## src/rtl/spi_nor_cmd_seq.sv

```systemverilog
module spi_nor_cmd_seq #(
  parameter logic [7:0]  MFR_ID      = 8'h20,
  parameter logic [15:0] DEV_ID      = 16'hBA16,
  parameter logic [15:0] EXT_ID      = 16'h4D00,
  parameter int          ARRAY_BYTES = 1 << 20
) (
  input  logic        clk,
  input  logic        rst_n,
  input  logic        cs_start,
  input  logic        rx_valid,
  input  logic [7:0]  rx_byte,
  output logic        rsp_valid,
  output logic [7:0]  rsp_byte,
  output logic        mem_rd,
  output logic        mem_wr,
  output logic [23:0] mem_addr,
  output logic [7:0]  mem_wdata,
  input  logic [7:0]  mem_rdata,
  output logic        erase_req,
  output logic [1:0]  erase_kind,
  output logic        err
);
  localparam logic [23:0] LAST_ADDR = 24'(ARRAY_BYTES - 1);
  localparam bit          SHORT_IO  = (MFR_ID == 8'hEF) || (MFR_ID == 8'h01);
  localparam logic [3:0]  ID_LEN    = (EXT_ID != 16'h0) ? 4'd5 : 4'd3;

  localparam logic [7:0] OP_NOP = 8'h00, OP_WRSR = 8'h01, OP_PP = 8'h02, OP_RD = 8'h03,
    OP_WRDI = 8'h04, OP_RDSR = 8'h05, OP_WREN = 8'h06, OP_FRD = 8'h0B, OP_E4 = 8'h20,
    OP_QPP = 8'h32, OP_DOR = 8'h3B, OP_E32 = 8'h52, OP_QOR = 8'h6B, OP_RDID = 8'h9F,
    OP_DPP = 8'hA2, OP_DIOR = 8'hBB, OP_BULK = 8'hC7, OP_ESEC = 8'hD8, OP_QIOR = 8'hEB;

  typedef enum logic [2:0] {S_IDLE, S_PROG, S_READ, S_COLLECT, S_RESP} state_t;

  state_t      state;
  logic [7:0]  opcode;
  logic [3:0]  need, cnt, need_dec;
  logic [23:0] abuf, cur_addr, addr_nxt;
  logic        wel;
  logic [7:0]  resp_val;
  logic [3:0]  resp_len;

  assign mem_addr  = cur_addr;
  assign mem_wdata = rx_byte;
  assign mem_rd    = rx_valid && !cs_start && state == S_READ;
  assign mem_wr    = rx_valid && !cs_start && state == S_PROG;
  assign addr_nxt  = (cnt < 4'd3) ? {abuf[15:0], rx_byte} : abuf;
  assign resp_len  = (opcode == OP_RDSR) ? 4'd1 : ID_LEN;

  always_comb begin
    case (rx_byte)
      OP_RD, OP_PP, OP_DPP, OP_QPP, OP_E4, OP_E32, OP_ESEC: need_dec = 4'd3;
      OP_FRD, OP_DOR, OP_QOR: need_dec = 4'd4;
      OP_DIOR: need_dec = SHORT_IO ? 4'd4 : 4'd5;
      OP_QIOR: need_dec = SHORT_IO ? 4'd6 : 4'd8;
      OP_WRSR: need_dec = 4'd1;
      default: need_dec = 4'd0;
    endcase
  end

  always_comb begin
    if (opcode == OP_RDSR) resp_val = {6'b0, wel, 1'b0};
    else begin
      case (cnt)
        4'd0:    resp_val = MFR_ID;
        4'd1:    resp_val = DEV_ID[15:8];
        4'd2:    resp_val = DEV_ID[7:0];
        4'd3:    resp_val = EXT_ID[15:8];
        default: resp_val = EXT_ID[7:0];
      endcase
    end
  end

  always_ff @(posedge clk or negedge rst_n) begin
    if (!rst_n) begin
      state <= S_IDLE; opcode <= OP_NOP; need <= '0; cnt <= '0; abuf <= '0;
      cur_addr <= '0; wel <= 1'b0; rsp_valid <= 1'b0; rsp_byte <= '0;
      erase_req <= 1'b0; erase_kind <= '0; err <= 1'b0;
    end else begin
      rsp_valid <= 1'b0;
      erase_req <= 1'b0;
      err       <= 1'b0;
      if (cs_start) begin
        state <= S_IDLE;
        cnt   <= '0;
      end else if (rx_valid) begin
        rsp_valid <= 1'b1;
        rsp_byte  <= 8'h00;
        case (state)
          S_IDLE: begin
            opcode <= rx_byte;
            need   <= need_dec;
            cnt    <= '0;
            if (need_dec != 4'd0 && (rx_byte != OP_WRSR || wel)) state <= S_COLLECT;
            case (rx_byte)
              OP_WREN: wel <= 1'b1;
              OP_WRDI: wel <= 1'b0;
              OP_RDSR, OP_RDID: state <= S_RESP;
              OP_BULK: begin
                if (wel) begin
                  erase_req  <= 1'b1;
                  erase_kind <= 2'd3;
                  cur_addr   <= '0;
                end else err <= 1'b1;
              end
              OP_NOP, OP_WRSR, OP_RD, OP_PP, OP_DPP, OP_QPP, OP_E4, OP_E32, OP_ESEC,
              OP_FRD, OP_DOR, OP_QOR, OP_DIOR, OP_QIOR: ;
              default: err <= 1'b1;
            endcase
          end
          S_COLLECT: begin
            if (cnt < 4'd3) abuf <= {abuf[15:0], rx_byte};
            cnt <= cnt + 4'd1;
            if (cnt + 4'd1 == need) begin
              state    <= S_IDLE;
              cur_addr <= addr_nxt;
              case (opcode)
                OP_PP, OP_DPP, OP_QPP: state <= S_PROG;
                OP_RD, OP_FRD, OP_DOR, OP_QOR, OP_DIOR, OP_QIOR: state <= S_READ;
                OP_E4, OP_E32, OP_ESEC: begin
                  if (wel) begin
                    erase_req  <= 1'b1;
                    erase_kind <= (opcode == OP_E4) ? 2'd0 : (opcode == OP_E32) ? 2'd1 : 2'd2;
                  end else err <= 1'b1;
                end
                OP_WRSR: wel <= 1'b0;
                default: ;
              endcase
            end
          end
          S_READ: begin
            rsp_byte <= mem_rdata;
            cur_addr <= (cur_addr >= LAST_ADDR) ? 24'd0 : cur_addr + 24'd1;
          end
          S_PROG: cur_addr <= cur_addr + 24'd1;
          S_RESP: begin
            rsp_byte <= resp_val;
            cnt      <= cnt + 4'd1;
            if (cnt + 4'd1 == resp_len) state <= S_IDLE;
          end
          default: state <= S_IDLE;
        endcase
      end
    end
  end

  AST_CS_TO_IDLE: assert property (@(posedge clk) disable iff (!rst_n)
    cs_start |=> state == S_IDLE);
  AST_RSP_NEXT: assert property (@(posedge clk) disable iff (!rst_n)
    rx_valid && !cs_start |=> rsp_valid);
  AST_PROG_ZERO: assert property (@(posedge clk) disable iff (!rst_n)
    mem_wr |=> rsp_byte == 8'h00);
  AST_READ_WRAP: assert property (@(posedge clk) disable iff (!rst_n)
    mem_rd && cur_addr == LAST_ADDR |=> cur_addr == 24'd0);
  AST_ERASE_WEL: assert property (@(posedge clk) disable iff (!rst_n)
    erase_req |-> $past(wel));
  AST_WRSR_WEL: assert property (@(posedge clk) disable iff (!rst_n)
    state == S_COLLECT && opcode == OP_WRSR |-> wel);
  AST_BULK_NO_ERR: assert property (@(posedge clk) disable iff (!rst_n)
    erase_req && erase_kind == 2'd3 |-> !err);
endmodule

```

## config.mk

```make
export PLATFORM = sky130hd
export DESIGN_NAME = spi_nor_cmd_seq
export DESIGN_NICKNAME = d
export VERILOG_FILES = /design/src/rtl/spi_nor_cmd_seq.sv
export SDC_FILE = /design/constraint.sdc
export NUM_CORES = 1
export LEC_CHECK = 0
export BUFFER_PORTS_ARGS = -buffer_cell sky130_fd_sc_hd__buf_2
export CAP_MARGIN = 0
export CORE_ASPECT_RATIO = 0.9
export CORE_MARGIN = 2
export CORE_UTILIZATION = 53
export DETAILED_ROUTE_END_ITERATION = 16
export GPL_TIMING_DRIVEN = 0
export PLACE_DENSITY_LB_ADDON = 0.05
export SYNTH_ARGS = -nofsm -noshare
export SYNTH_HDL_FRONTEND = slang
export SYNTH_SLANG_ARGS = --single-unit
```

## constraint.sdc

```tcl
create_clock -name clk -period 2.5 [get_ports clk]
set_input_delay 0.5 -clock clk [delete_from_list [all_inputs] [get_ports clk]]
set_output_delay 0.5 -clock clk [all_outputs]
set_load 0.01 [all_outputs]
```

# After elaboration in Yosys (flattened, before gate mapping)
# Index checks and enable logic that the tools add are counted.
[classes] addsub=2 mul=0 div=0 magnitude_cmp=2 eq_ne=53 shifts=0 muxes=50 bitwise=1 reduce_logical=31
[op_table] operator="2-to-1 mux 24 bit" n=5
[op_table] operator="case mux 24 bit (4 select lines)" n=1
[op_table] operator="equality test 8 bit (second input constant)" n=10
[op_table] operator="equality test 8 x 6 -> 1 bit (second input constant)" n=6
[op_table] operator="equality test 8 x 2 -> 1 bit (second input constant)" n=4
[op_table] operator="equality test 8 x 3 -> 1 bit (second input constant)" n=4
[op_table] operator="equality test 8 x 7 -> 1 bit (second input constant)" n=4
[op_table] operator="case mux 8 bit (4 select lines)" n=1
[op_table] operator="adder 24 x 1 -> 24 bit (second input constant)" n=1
[op_table] operator=">= comparator 24 x 20 -> 1 bit (second input constant)" n=1
[op_table] operator="2-to-1 mux 3 bit" n=7
[op_table] operator="case mux 4 bit (5 select lines)" n=1
[op_table] operator="OR reduction 18 bit" n=1
[op_table] operator="equality test 8 x 1 -> 1 bit (second input constant)" n=2
[op_table] operator="equality test 8 x 4 -> 1 bit (second input constant)" n=2
[op_table] operator="case mux 8 bit (2 select lines)" n=1
[op_table] operator="2-to-1 mux 1 bit" n=15
[op_table] operator="2-to-1 mux 2 bit" n=7
[op_table] operator="case mux 3 bit (4 select lines)" n=1
[op_table] operator="AND reduction 6 bit" n=2
[op_table] operator="inequality test 2 bit (second input constant)" n=5
[op_table] operator="case mux 1 bit (2 select lines)" n=5
[op_table] operator="OR reduction 3 bit" n=3
[op_table] operator="equality test 4 x 2 -> 1 bit (second input constant)" n=2
[op_table] operator="other kinds (34)" n=48
[word_totals] reg_bits=81 latchBits=0 mem_bits_rw=0 romBits=0 inputBits=20 out_inout_bits=47 elab_cells=151 n_memories=0

# Depth between registers and ports, before layout
[logic_depth] ltp_word=10 ltp_mapped=10 mapped_depth_nobuf=8

# Worst setup path after synthesis
# Ideal clock, no wire load.
[synth_path] path_kind="register to register" from="register cur_addr[0], in the netlist mem_addr[0]" to="register cur_addr[17], in the netlist mem_addr[17]" setup_ns=0.067 t_arrival_ns=2.314 required_ns=2.433 setup_slack_ns=0.119 stages_incl_launch_ff=11 n_path_buf=3 period_less_slack_ns=2.381 cell_sequence="dfrtp_1 ha_1 and4_4 buf_6 and4_4 buf_6 o221a_4 buf_6 or4_1 o21ai_1 a22o_1"
[synth_between] elab_chain_len=3 word_cells_on_any_way=4 cone_classes="1 x add/sub; 1 x order compare; 2 x mux"
[synth_rtl] element="from (decl)" line="37" rtl="logic [23:0] abuf, cur_addr, addr_nxt;"
[synth_rtl] element="from (signal assigned)" line="115" rtl="cur_addr <= addr_nxt;"
[synth_rtl] element="from (signal assigned)" line="132" rtl="cur_addr <= (cur_addr >= LAST_ADDR) ? 24'd0 : cur_addr + 24'd1;"
[synth_rtl] element="from (signal assigned)" line="134" rtl="S_PROG: cur_addr <= cur_addr + 24'd1;"
[synth_rtl] element="adder 24 x 1 -> 24 bit or >= comparator 24 x 20 -> 1 bit (tied branches)" line="132, 134"
[synth_rtl] element="2-to-1 mux 24 bit" line="132"
[synth_rtl] element="case mux 24 bit (4 select lines) (*)" line="88" rtl="case (state)"
# Every way passes the cells marked *; elsewhere a longest branch is shown, timed or not.
# A chain may end at the register's enable or synchronous reset.

# Final worst setup path
# Same ends and word-level chain as after synthesis.

==> results.ini <==
[cts]
cts_sinks=81
clk_path_buf_depth=2
htreeDepth=3
clkLatencyLatePin_ns=0.37
clkTransAtPathRegs_ns=0.10
cts_inserted_buffers=9
cts_root_buf=clkbuf_8
cts_hold_buffers=0
cts_tree=yes

[placed_design]
dp_hpwl_um=10080
dp_slack_ns=-0.2062
portBuffers=63
routabilityCongestion=0.9089
postPlaceCellArea_mm2=0.005555

[logic_synthesis]
syn_nets=550
yosysMostFrequentCell=dfrtp_1
synth_area_leaders=dfrtp_1 40%, mux2_2 7.8%, mux2i_1 4.4%
ys_ff_latch=81
yosys.area_share.xor_xnor=0.02152
synthMuxAreaShare=0.1215
ys_seq_area_frac=0.4008
yosys.area.top_type=dfrtp_1
synth_cell_types=74
synth_top_area_frac=0.4008
synth-edff-count=0
synth_top_family_by_area=compound AO/OA/AOI/OAI gates
synth_compound_area_frac=0.1982
yosys_warnings=0
synthArstFlopShare=1.000
synthTopCellsByCount=81 x dfrtp_1, 50 x nand2_1, 35 x mux2_2, 35 x nor2_1, 33 x o21ai_0
synth_adder_area_share=0.01484
synth_area_mm2=0.005057
avgSynthCellArea_um2=9.651
post_synth_and_or_nand_nor_area_fraction=0.1806
synth_ff_type=dfrtp_1
synthesis.instances=524

[timing]
hold_viol=0
setup_tns_ns=0
maxSlewViolCount=0
slew_headroom=0.5789
setup_ws_ns=0.02509
holdWs_ns=0.01170
rsz0062_at_grt=yes
setup_viol=0
skew_ns=0.01101
fmax_mhz=404.1
period_minus_slack_ns=2.475
tightest_slew_ns=0.6317
fin_crit_sh=0.9900

[routing]
num_vias=4594
wl_um=14090
ant_nets=0
drtIter0Drc=370
drc_errors=0
avgViaCountPerCell=6.242
drt_pass1_iterations=5
routedWlPerCell_um=19.14

[die]
row_count=33
ios=67
die_h_um=96.67
die_area_mm2=0.01034
core_mm2=0.009208
die_w_um=107.0
start_util=0.5493

[pwr]
powerDensity_mw_per_mm2=484.1
vdd.ir_drop.worst_mv=0.3006
leakage_nw=2.698

[global_route]
antenna_found_initial=0
track_usage=0.2759
grt_pass1_vias=4188
grt_max_degree=60
grt_pass1_wl_um=22410
grt_overflow=0

[critical_path]
required_ns=2.82
path_max_fanout=10
slowest_delay_ns=0.53
worstSetupEndpointType=register
slowest_stage=or4_1
critPathLaunch=mem_addr[0]
critPathMostFrequentCell=buf_6
worstReg2RegStart=mem_addr[0]
crit_type=register to register
startpoint_type=register
cp.arrival_ns=2.80
cp_cell_sequence=ha_2 > and4_4 > buf_6 > and4_4 > buf_6 > o221a_4 > buf_6 > or4_1 > o21ai_1 > a22o_1

[cells_and_area]
final_cell_area_mm2=0.005943
drive_gt1_frac=0.3111
insertedDiodeCount=0
fillCellCount=796
nets=635
synthToLayoutAreaGrowth_pct=17.52

[status]
status=complete, no violations

[worst_hold_path]
hp-class=input port to async pin

[run]
cap_violations=0

final timing paths:
kind	slack, ns	cells after the start	endpoint
min reg2reg	0.51	1	erase_kind[1]
max	0.03	10	mem_addr[17]
min in group clk	0.36	3	rsp_byte[4]
min	0.01	1	cnt[1]
max reg2reg	0.03	10	mem_addr[17]
max in group asynchronous	1.87	2	mem_addr[0]
placed cells by master, fill, tap and decap left out, types with 4 or more instances in the layout:
cell / instances
a21oi_1: 19
a221oi_1: 5
a22o_1: 15
a31oi_1: 8
and2_1: 6
buf_2: 67
buf_4: 24
buf_6: 7
clkbuf_1: 14
clkbuf_8: 9
dfrtp_1: 78
inv_1: 15
mux2_2: 35
mux2i_1: 22
nand2_1: 50
nand2b_1: 5
nand3_1: 10
nand4_1: 10
nor2_1: 34
nor3_1: 12
nor4_1: 6
o21ai_0: 32
o22ai_1: 5
o31ai_1: 6
o32ai_1: 10
or2_2: 4
or4_1: 5
xor2_1: 4
report_power, final:
| part | total [mW] | internal [mW] | switching, mW |
|---|---|---|---|
| clock | 0.941 | 0.378 | 0.564 |
| combinational | 0.443 | 0.183 | 0.260 |
| sequential | 1.49 | 1.39 | 0.104 |
registers in the layout (all words and copies together) (netlist names):
| signal | count |
|---|---|
| wel | 1 |
| opcode | 8 |
| mem_addr | 24 |
| err | 1 |
| rsp_byte | 8 |
| cnt | 4 |
| state | 3 |
| need | 4 |
| erase_req | 1 |
| rsp_valid | 1 |
| abuf | 24 |
| erase_kind | 2 |
cell type report:
cell class	count	area, um2	area share
sequential	81	2031	0.3417
multi-input combinational	385	2828	0.4758
inverter	17	63.81	0.01074
buffer	41	264.0	0.04442
tap	122	152.6	0.02568
clock buffer	9	123.9	0.02084
timing repair buffer	74	420.4	0.07074
clock inverter	7	60.06	0.01011
cells by family after synthesis:
family,count (synthesis)
multiplexers,57
XOR/XNOR,10
AO/OA/AOI/OAI,138
adder cells (fa/ha/maj),6
buffers and inverters,58
flip-flops,81
AND/OR/NAND/NOR,174
through the flow:
| step | utilization | total power [mW] | instances |
|---|---|---|---|
| 3_5_place_dp | 0.6033 | 1.934 | 710 |
| 6_report | 0.6455 | 2.877 | 736 |
| 2_1_floorplan | - | 1.744 | 524 |
| 5_1_grt | 0.6455 | 2.987 | 736 |
| 3_3_place_gp | 0.6001 | 1.914 | 709 |
| 4_1_cts | 0.6313 | 2.878 | 730 |
worst max-delay path: cells and delay by family (launching register included):
kind	cells	cell delay, ns
fa+ha+maj	1	0.21
compound gates	3	0.51
simple gates	3	0.89
flops	1	0.42
buf+inv	3	0.39
timing repair:
action	in CTS	in global routing
endpoints found under the setup margin	43	53
hold endpoints to repair	0	0
gates resized for setup	9	21
pin swaps	2	3
gates cloned	1	0
setup buffers	3	6
layer usage:
layer / up-vias / GRT usage / wire length (um) / share of wire
met5: - / 0 / 0 / 0
met4: 0 / 0.07692 / 222 / 0.016
met3: 23 / 0.05795 / 1323 / 0.094
met2: 251 / 0.4027 / 6163 / 0.44
met1: 2190 / 0.4149 / 6376 / 0.45
li1: 2130 / - / - / -
No activity file was read; power rests on OpenSTA's default activity.
